[config.mk]
export PLATFORM = sky130hd
export DESIGN_NAME = rx_holding_queue
export DESIGN_NICKNAME = d
export VERILOG_FILES = /design/src/rtl/rxq_pkg.sv /design/src/rtl/rxq_store.sv /design/src/rtl/rxq_overrun.sv /design/src/rtl/rxq_regport.sv /design/src/rtl/rx_holding_queue.sv
export SDC_FILE = /design/constraint.sdc
export NUM_CORES = 1
export LEC_CHECK = 0
export ABC_AREA = 1
export BUFFER_PORTS_ARGS = -buffer_cell sky130_fd_sc_hd__buf_2
export CAP_MARGIN = 0
export CORE_AREA = 2 2 127 129
export DETAILED_ROUTE_END_ITERATION = 10
export DIE_AREA = 0 0 129 131
export PLACE_DENSITY = 0.73
export SETUP_SLACK_MARGIN = 0.2
export SKIP_LAST_GASP = 1
export SLEW_MARGIN = 20
export SYNTH_ARGS = -nofsm -noshare
export SYNTH_HDL_FRONTEND = slang
export SYNTH_HIERARCHICAL = 1
export SYNTH_SLANG_ARGS = --single-unit
[constraint.sdc]
create_clock -name clk -period 2.52 [get_ports clk]
set_input_delay 0.252 -clock clk [delete_from_list [all_inputs] [get_ports clk]]
set_output_delay 0.252 -clock clk [all_outputs]
set_load 0.02 [all_outputs]
[src/rtl/rxq_pkg.sv]
package rxq_pkg;

    localparam int DATA_W = 8;
    localparam int BUS_W  = 32;
    localparam int ADDR_W = 8;
    localparam int MIN_LEN = 5;

    localparam logic [ADDR_W-1:0] OFS_DATA = 8'h00;
    localparam logic [ADDR_W-1:0] OFS_LSR  = 8'h14;

    // one queued character with its own error flags
    typedef struct packed {
        logic              brk;
        logic              ferr;
        logic              perr;
        logic [DATA_W-1:0] data;
    } rx_entry_t;

    // line status layout, bit 0 is data ready
    typedef struct packed {
        logic brk;
        logic ferr;
        logic perr;
        logic ovr;
        logic dr;
    } lsr_t;

    localparam int LSR_W = $bits(lsr_t);

    typedef enum logic [1:0] {
        SEL_NONE = 2'd0,
        SEL_DATA = 2'd1,
        SEL_LSR  = 2'd2
    } rd_sel_e;

    // mask of valid data bits for a length code
    function automatic logic [DATA_W-1:0] len_mask(input logic [1:0] code);
        logic [DATA_W-1:0] m;
        m = '0;
        for (int i = 0; i < DATA_W; i++) begin
            if (i < MIN_LEN + int'(code)) m[i] = 1'b1;
        end
        return m;
    endfunction

endpackage

[src/rtl/rxq_store.sv]
module rxq_store
    import rxq_pkg::*;
#(
    parameter int DEPTH = 16
) (
    input  logic      clk,
    input  logic      rst,
    input  logic      clr,
    input  logic      push,
    input  rx_entry_t wr_entry,
    input  logic      pop,
    output rx_entry_t head,
    output logic      empty,
    output logic      full,
    output logic      drop
);

    localparam int IDX_W = (DEPTH > 1) ? $clog2(DEPTH) : 1;
    localparam int CNT_W = $clog2(DEPTH + 1);
    localparam logic [IDX_W-1:0] LAST_IDX = IDX_W'(DEPTH - 1);
    localparam logic [CNT_W-1:0] FULL_CNT = CNT_W'(DEPTH);

    rx_entry_t        mem [DEPTH];
    logic [IDX_W-1:0] wptr;
    logic [IDX_W-1:0] rptr;
    logic [CNT_W-1:0] cnt;
    logic             pop_ok;
    logic             push_ok;

    function automatic logic [IDX_W-1:0] next_idx(input logic [IDX_W-1:0] p);
        return (p == LAST_IDX) ? '0 : p + 1'b1;
    endfunction

    assign empty   = (cnt == '0);
    assign full    = (cnt == FULL_CNT);
    assign pop_ok  = pop && !empty && !clr;
    // a removal in the same cycle frees the slot for the arrival
    assign push_ok = push && !clr && (!full || pop_ok);
    assign drop    = push && !clr && full && !pop_ok;

    always_ff @(posedge clk) begin
        if (rst || clr) begin
            wptr <= '0;
            rptr <= '0;
            cnt  <= '0;
        end else begin
            if (push_ok) wptr <= next_idx(wptr);
            if (pop_ok)  rptr <= next_idx(rptr);
            case ({push_ok, pop_ok})
                2'b10:   cnt <= cnt + 1'b1;
                2'b01:   cnt <= cnt - 1'b1;
                default: cnt <= cnt;
            endcase
        end
    end

    always_ff @(posedge clk) begin
        if (push_ok) mem[wptr] <= wr_entry;
    end

    assign head = empty ? '0 : mem[rptr];

    a_r7_no_overflow: assert property (@(posedge clk) disable iff (rst)
        cnt <= FULL_CNT);

    a_r7_drop_keeps_full: assert property (@(posedge clk) disable iff (rst)
        drop |=> full);

    a_r8_swap_stays_full: assert property (@(posedge clk) disable iff (rst)
        (push && pop && full && !clr) |=> full);

    a_r10_clear_one_cycle: assert property (@(posedge clk) disable iff (rst)
        clr |=> empty);

endmodule

[src/rtl/rxq_overrun.sv]
module rxq_overrun (
    input  logic clk,
    input  logic rst,
    input  logic drop,
    input  logic lsr_rd,
    output logic ovr
);

    always_ff @(posedge clk) begin
        if (rst)         ovr <= 1'b0;
        else if (drop)   ovr <= 1'b1;   // a new loss beats the clearing read
        else if (lsr_rd) ovr <= 1'b0;
    end

    a_r9_set_on_drop: assert property (@(posedge clk) disable iff (rst)
        drop |=> ovr);

    a_r9_clear_on_read: assert property (@(posedge clk) disable iff (rst)
        (lsr_rd && !drop) |=> !ovr);

endmodule

[src/rtl/rxq_regport.sv]
module rxq_regport
    import rxq_pkg::*;
(
    input  logic              clk,
    input  logic              rst,
    input  logic              rd_en,
    input  logic              wr_en,
    input  logic [ADDR_W-1:0] addr,
    input  logic              dl_sel,
    input  logic [DATA_W-1:0] wr_data,
    input  rx_entry_t         head,
    input  logic              empty,
    input  logic              ovr,
    output logic [BUS_W-1:0]  rd_data,
    output logic              pop,
    output logic              lsr_rd,
    output logic              tx_wr,
    output logic [DATA_W-1:0] tx_data
);

    logic    hit_data;
    rd_sel_e sel;
    lsr_t    lsr;

    assign hit_data = (addr == OFS_DATA) && !dl_sel;

    always_comb begin
        sel = SEL_NONE;
        if (rd_en) begin
            if (hit_data)             sel = SEL_DATA;
            else if (addr == OFS_LSR) sel = SEL_LSR;
        end
    end

    assign pop     = (sel == SEL_DATA);
    assign lsr_rd  = (sel == SEL_LSR);
    assign tx_wr   = wr_en && hit_data;
    assign tx_data = wr_data;

    always_comb begin
        lsr.brk  = head.brk;
        lsr.ferr = head.ferr;
        lsr.perr = head.perr;
        lsr.ovr  = ovr;
        lsr.dr   = !empty;
    end

    always_comb begin
        rd_data = '0;
        case (sel)
            SEL_DATA: rd_data[DATA_W-1:0] = head.data;
            SEL_LSR:  rd_data[LSR_W-1:0]  = lsr;
            default:  rd_data = '0;
        endcase
    end

    a_r4_latch_blocks_access: assert property (@(posedge clk) disable iff (rst)
        dl_sel |-> (!pop && !tx_wr));

endmodule

[src/rtl/rx_holding_queue.sv]
module rx_holding_queue
    import rxq_pkg::*;
#(
    parameter int DEPTH = 16
) (
    input  logic              clk,
    input  logic              rst,
    input  logic              fifo_clr,
    input  logic [1:0]        char_len,
    input  logic              rx_valid,
    input  logic [DATA_W-1:0] rx_data,
    input  logic              rx_perr,
    input  logic              rx_ferr,
    input  logic              rx_brk,
    input  logic              bus_rd,
    input  logic              bus_wr,
    input  logic [ADDR_W-1:0] bus_addr,
    input  logic              dl_sel,
    input  logic [DATA_W-1:0] bus_wdata,
    output logic [BUS_W-1:0]  bus_rdata,
    output logic              tx_wr,
    output logic [DATA_W-1:0] tx_byte,
    output logic              data_ready,
    output logic              overrun
);

    rx_entry_t in_entry;
    rx_entry_t head;
    logic      empty;
    logic      full;
    logic      drop;
    logic      pop;
    logic      lsr_rd;

    // short characters are cleared above their length on the way in
    always_comb begin
        in_entry.data = rx_data & len_mask(char_len);
        in_entry.perr = rx_perr;
        in_entry.ferr = rx_ferr;
        in_entry.brk  = rx_brk;
    end

    rxq_store #(.DEPTH(DEPTH)) u_store (
        .clk      (clk),
        .rst      (rst),
        .clr      (fifo_clr),
        .push     (rx_valid),
        .wr_entry (in_entry),
        .pop      (pop),
        .head     (head),
        .empty    (empty),
        .full     (full),
        .drop     (drop)
    );

    rxq_overrun u_ovr (
        .clk    (clk),
        .rst    (rst),
        .drop   (drop),
        .lsr_rd (lsr_rd),
        .ovr    (overrun)
    );

    rxq_regport u_port (
        .clk     (clk),
        .rst     (rst),
        .rd_en   (bus_rd),
        .wr_en   (bus_wr),
        .addr    (bus_addr),
        .dl_sel  (dl_sel),
        .wr_data (bus_wdata),
        .head    (head),
        .empty   (empty),
        .ovr     (overrun),
        .rd_data (bus_rdata),
        .pop     (pop),
        .lsr_rd  (lsr_rd),
        .tx_wr   (tx_wr),
        .tx_data (tx_byte)
    );

    assign data_ready = !empty;

    a_r6_clear_drops_ready: assert property (@(posedge clk) disable iff (rst)
        fifo_clr |=> !data_ready);

    a_r10_clear_keeps_ovr: assert property (@(posedge clk) disable iff (rst)
        (fifo_clr && !bus_rd) |=> (overrun == $past(overrun)));

endmodule

==> summary.txt, run 1 <==
Clocking
  – CTS Sinks: 194
  – CTS tree: built
  – CTS Buf Count: 17
  – CTS root buf: clkbuf_16
  – Longest Clk Path Bufs: 2
  – H-tree level count: 4
  – Clock transition at path regs: 70 ps
  – Worst skew pair latency: 440 ps

Logic synthesis
  – Post-synth EDFFs: 176
  – Most numerous cell in the Yosys netlist: edfxtp_1
  – Cells after synthesis: 717
  – Area contributors post-synth: edfxtp_1 (63%), nor2_1 (5.8%), o21ai_0 (5.7%), dfxtp_1 (4.3%), o221ai_1 (4.1%)
  – Distinct cells, synth: 40
  – Mapped Area: 8450 sq um
  – Sequential share of the synthesized area: 66.8%
  – Asr flop ratio synth: 0%
  – Leading area contributor after synthesis: edfxtp_1
  – Syn_area_per_cell: 11.8 sq um
  – Top_reg_cell synth: edfxtp_1
  – Synthesized flop and latch total: 194
  – Yosys warning count: 6
  – Top cells by count, synth: edfxtp_1 (176), nor2_1 (130), o21ai_0 (96)
  – Share of the synthesized area in the top cell type: 62.5%

Global routing
  – First-pass GRT wire length: 34.6 mm
  – GR Overflow Total: 0
  – GRT Total Usage: 28.2%
  – Busiest grt layer: met2
  – GRT met3 Usage: 6.56%
  – Met1 usage in global routing: 34.1%
  – Largest net degree at the start of global routing: 28
  – Vias in the first global route: 6267
  – M2 GR Usage: 47.4%
  – Initial antenna violation count: 0

Floorplan
  – Cell Rows: 46
  – Die area: 16900 sq um
  – Die Wd: 129 um
  – Die height: 131 um
  – Starting Density: 54.2%
  – Core area: 15600 sq um
  – I/O pins: 79

Routing
  – Drt first pass iters: 6
  – Post-Route WL: 24.1 mm
  – Via density: 6.07
  – Average routed wire per standard cell: 23.0 um
  – # DRC: 0
  – Initial DRC Count: 1071
  – Final antenna-violating net count: 0
  – Via count: 6352

Cells and area
  – Syn-to-layout area delta: 25.5%
  – Fillers: 1035
  – Share of layout cells above drive strength 1: 27.9%
  – NumNets Final: 861
  – N_diodes: 0
  – Non-Filler Instances: 1047

Power and ir drop
  – LEAKAGE: 3.90 nW
  – Pwr Density: 613 nW/um^2
  – Worst vdd ir: 0.475 mV

STA
  – Period utilization: 102%
  – Fin. max-slew vios: 0
  – Setup TNS: -89.7 ps
  – RSZ-0062 raised after global routing: true
  – Fmax: 390 MHz
  – Final Worst Setup Slack: -43.7 ps
  – Slew headroom: 50.5%
  – Final setup fails: 3
  – Clock skew: 10.7 ps
  – Measured slew at the worst slew-check pin: 742 ps
  – Post-route minimum period: 2560 ps
  – Final hold violations: 0

Setup path
  – Endpoint type of the worst setup path: output pin
  – Critical Path Max Stage Delay: 470 ps
  – Worst-path fanout max: 13
  – Setup Crit Path Kind: flop to output pin
  – WP data required: 2270 ps
  – CP Launch Type: flop
  – Worst path slowest cell: dfxtp_4
  – Crit-path cells: buf_12 > buf_16 > nor2_1 > o221ai_2 > nand3_1 > a21oi_2 > nand4_1 > nand2_1 > buf_6
  – Critical path data arrival time: 2310 ps

Status
  – Failing checks: setup timing
  – Outcome: finished with violations

Hold path
  – Worst hold path class: input port to flop

Placed design
  – GPL Wtd Cong: 0.867
  – Port Buf Inserts: 38
  – Cell total after placement: 966
  – Place WS: 137 ps
  – Hpwl dp: 12.8 mm

Flow run
  – Max Cap Violations: 0
## final timing paths
| kind | from | to | slack (ps) | cells after the start |
|---|---|---|---|---|
| worst min-delay path | rx_data[2] | u_store/mem[5][2] | 210 | 1 |
| worst max register to register | u_store/cnt[0] | u_store/mem[3][5] | 520 | 9 |
| worst max-delay path | flop | bus_rdata[3] | -40 | 9 |
| worst min register to register | u_ovr/ovr | u_ovr/ovr | 520 | 2 |
## metal layers
layer	part of all wire, %	vias to the layer above
met2	49	457
li1	-	2749
met4	5.4	0
met5	0	-
met3	10	92
met1	35	3054
## cell type report
cell class	instances	area [sq um]	area share, %
flip-flops and latches	194	5650	53.3
clock buffers	20	437	4.12
well taps	216	270	2.55
multi-input cells	430	2510	23.7
repair buffers	127	1360	12.9
inverters	48	211	1.99
clock inverters	12	156	1.47
## metrics by stage
step	hold slack [ps]	utilization (%)	area, sq um	power, mW
2_1_floorplan	314	-	8540	3.76
3_3_place_gp	457	57.3	8940	3.80
3_5_place_dp	460	57.3	8940	3.81
4_1_cts	197	65.7	10200	6.49
5_1_grt	200	68.0	10600	6.65
6_report	205	68.0	10600	6.50
## flip-flops by register name (all words and copies together) (netlist names), named ones only
name          flops
u_store/wptr      4
u_store/mem     176
u_ovr/ovr         1
u_store/cnt       5
u_store/rptr      4
## repair_timing
action / CTS / global route
pin swaps: 38 / 61
hold buffers: 1 / 0
gates cloned: 11 / 3
endpoints found under the hold margin: 1 / 0
buffers inserted: 23 / 11
gates resized for setup: 63 / 60
endpoints found under the setup margin: 8 / 8
## worst max-delay path: cells and delay by family (launching register included)
kind,cells,cell delay (ps)
AOI/OAI and AO/OA,2,450
buffers and inverters,3,440
DFF,1,470
and+or+nand+nor,4,500
## kinds of logic (layout without fill, tap and decap cells)
group,count (synthesis),in the layout,synth area share (%)
DFF,194,194,66.8
and+or+nand+nor,236,236,13.4
xor gates and xnor gates,2,2,0.207
buffers and inverters,116,207,6.96
adders and majority gates,7,7,1.04
other,1,24,0.0444
AOI/OAI and AO/OA,161,161,11.6
## layout by cell type (no fill, tap or decap), drive strengths merged
cell type      n
o22ai          4
clkbuf        23
nor2         138
clkinv         6
xnor2          2
and2           1
bufinv         3
buf          122
nor3           4
edfxtp       176
a211oi         1
nand2         44
nand4          8
o211ai         1
bufbuf         1
nand3         36
nor3b          1
conb          24
dfxtp         18
a21oi         18
clkinvlp       4
nand3b         1
o221ai        40
and3           1
o21ai         97
dlygate4sd3    1
or2            2
ha             7
inv           47
## power breakdown
group	total, mW	switching [mW]	leakage, nW	internal [mW]
clock network	2.74	1.17	0.289	1.57
logic	0.240	0.178	1.87	0.0626
registers	3.52	0.00844	1.74	3.52
No activity file was read; power rests on OpenSTA's default activity.
==> inputs of run 2 (changes only) <==
--- a/config.mk
+++ b/config.mk
@@ -11,6 +11,7 @@
 export CORE_AREA = 2 2 127 129
 export DETAILED_ROUTE_END_ITERATION = 10
 export DIE_AREA = 0 0 129 131
+export GPL_TIMING_DRIVEN = 0
 export PLACE_DENSITY = 0.73
 export SETUP_SLACK_MARGIN = 0.2
 export SKIP_LAST_GASP = 1
==> summary.txt, run 2 (same netlist as run 1, synthesis figures left out) <==
Status
  – Outcome: finished with violations (unchanged)
  – Failing checks: setup timing (unchanged)

Placed design
  – GPL Wtd Cong: 0.879 (was 0.867)
  – Cell total after placement: 1001 (was 966)
  – Placed inst area: 9050 sq um (was 8940 sq um)
  – Place WS: -634 ps (was 137 ps)
  – Port Buf Inserts: 45 (was 38)
  – Hpwl dp: 13.9 mm (was 12.8 mm)

Cells and area
  – Fillers: 1019 (was 1035)
  – Syn-to-layout area delta: 26.8% (was 25.5%)
  – Area of the multi-input gates: 2660 sq um (was 2510 sq um)
  – Max FFs per register: 176 (unchanged)
  – Fin util: 68.7% (was 68.0%)
  – NumNets Final: 874 (was 861)
  – Non-Filler Instances: 1060 (was 1047)
  – Regs by FF count: u_store/mem (176), u_store/cnt (5) (unchanged)
  – Most common cell after layout, fill and taps aside: edfxtp_1 (unchanged)
  – Most frequent cells in the layout: edfxtp_1 (176), nor2_1 (104), o21ai_0 (82) (was edfxtp_1 (176), nor2_1 (125), o21ai_0 (70))
  – N_diodes: 0 (unchanged)
  – Biggest register: u_store/mem (unchanged)
  – FF/Latch Area: 5650 sq um (about the same)
  – Fin area: 10700 sq um (was 10600 sq um)
  – Share of layout cells above drive strength 1: 30.9% (was 27.9%)

Routing
  – Average routed wire per standard cell: 22.9 um (was 23.0 um)
  – Post-Route WL: 24.2 mm (was 24.1 mm)
  – Final antenna-violating net count: 0 (unchanged)
  – Via count: 6421 (was 6352)
  – Initial DRC Count: 992 (was 1071)
  – Drt first pass iters: 7 (was 6)
  – # DRC: 0 (unchanged)
  – Via density: 6.06 (was 6.07)

Clocking
  – H-tree level count: 4 (unchanged)
  – Post-CTS Hold Buffers: 0 (was 1)
  – CTS Sinks: 194 (unchanged)
  – Longest Clk Path Bufs: 2 (unchanged)
  – Clock transition at path regs: 60 ps (was 70 ps)
  – Worst skew pair latency: 430 ps (was 440 ps)
  – CTS tree: built (unchanged)
  – CTS root buf: clkbuf_16 (unchanged)
  – CTS Buf Count: 17 (unchanged)

Global routing
  – GR Overflow Total: 0 (unchanged)
  – Vias in the first global route: 5875 (was 6267)
  – Initial antenna violation count: 0 (unchanged)
  – Largest net degree at the start of global routing: 17 (was 28)
  – First-pass GRT wire length: 33.3 mm (was 34.6 mm)
  – GRT Total Usage: 27.5% (was 28.2%)

STA
  – RSZ-0062 raised after global routing: true (unchanged)
  – Final Worst Setup Slack: -101 ps (was -43.7 ps)
  – Measured slew at the worst slew-check pin: 929 ps (was 742 ps)
  – Setup TNS: -102 ps (was -89.7 ps)
  – Fin. max-slew vios: 0 (unchanged)
  – Fmax: 382 MHz (was 390 MHz)
  – Clock skew: 5.52 ps (was 10.7 ps)
  – Hold_ws: 13.2 ps (was 205 ps)
  – Post-route minimum period: 2620 ps (was 2560 ps)
  – Final hold violations: 0 (unchanged)
  – Final setup fails: 2 (was 3)
  – Slew headroom: 37.8% (was 50.5%)
  – Period utilization: 104% (was 102%)

Flow run
  – Max Cap Violations: 0 (unchanged)

Floorplan
  – Die area: 16900 sq um (unchanged)
  – Die Wd: 129 um (unchanged)
  – Cell Rows: 46 (unchanged)
  – Starting Density: 54.2% (unchanged)
  – Die height: 131 um (unchanged)
  – I/O pins: 79 (unchanged)
  – Core area: 15600 sq um (unchanged)

Setup path
  – Critical path data arrival time: 2370 ps (was 2310 ps)
  – Endpoint type of the worst setup path: output pin (unchanged)
  – Setup Crit Path Kind: flop to output pin (unchanged)
  – WP data required: 2270 ps (about the same)
  – CP Launch Type: flop (unchanged)
  – Worst-path fanout max: 8 (was 13)

Power and ir drop
  – Reg power frac: 55.5% (was 54.2%)
  – Pwr Density: 593 nW/um^2 (was 613 nW/um^2)
  – Net Switching: 1.29 mW (was 1.36 mW)
  – Final total power: 6.35 mW (was 6.50 mW)
  – LEAKAGE: 3.90 nW (about the same)
  – Cell Int Power: 5.06 mW (was 5.14 mW)
  – Clock power share: 39.9% (was 42.1%)
  – Worst vdd ir: 0.479 mV (was 0.475 mV)
  – Switching share of power: 20.4% (was 20.9%)
  – Comb pwr share: 4.6% (was 3.7%)

Hold path
  – Worst hold path class: input port to flop (unchanged)
==> run 2: cell types whose count changed in the layout (fill, tap and decap cells not counted), sizes merged <==
cell	previous run	this run
buf	122	118
dlygate4sd3	1	0
clkinv	6	9
bufbuf	1	0
clkbuf	23	42
bufinv	3	2
clkinvlp	4	2
==> run 2: cell type report <==
class,instances,area share (%)
sequential,194,52.7
multi-input combinational,430,24.8
timing repair buffer,72,7.02
buffer,68,5.91
clock buffer,20,4.07
tap,216,2.52
inverter,48,1.89
clock inverter,12,1.09
==> run 2: worst paths after layout <==
kind | cells after the start | end | startpoint | slack (ps)
max | 14 | bus_rdata[4] | flop | -100
min reg2reg | 2 | u_store/wptr[2] | u_store/wptr[2] | 530
max reg2reg | 9 | u_store/mem[9][8] | u_store/cnt[0] | 530
min | 2 | u_ovr/ovr | rst | 10
==> run 2: layer usage <==
layer  track usage [%]  routed length, um  vias to the layer above
met5                 0                  0                        -
met4              12.9               1040                        0
met3              7.53               2780                       78
met2              46.5              12000                      508
met1              33.1               8450                     3081
li1                  -                  -                     2754
==> run 2: critical path: stages, from the launching register on <==
cell	delay [ps]
dfxtp_2	330
buf_12	140
clkinv_8	60
buf_8	110
buf_12	110
buf_12	110
nor2_1	50
o22ai_1	200
nor2_1	80
nor2_1	100
o21ai_1	80
a21oi_2	150
nand4_1	140
nand2_1	110
buf_4	150
==> run 2: timing repair <==
| item | CTS | global route |
|---|---|---|
| gates resized for setup | 149 | 49 |
| pin swaps | 41 | 48 |
| setup endpoints to repair | 173 | 168 |
| gates cloned | 2 | 1 |
| setup buffers | 7 | 17 |
==> run 2: power groups by stage <==
stage | Sequential (mW) | Combinational [mW] | Clock [mW]
2_1_floorplan | 3.60 | 0.169 | 0
3_3_place_gp | 3.60 | 0.255 | 0
3_5_place_dp | 3.60 | 0.263 | 0
4_1_cts | 3.53 | 0.271 | 2.54
5_1_grt | 3.53 | 0.312 | 2.66
6_report | 3.53 | 0.291 | 2.54
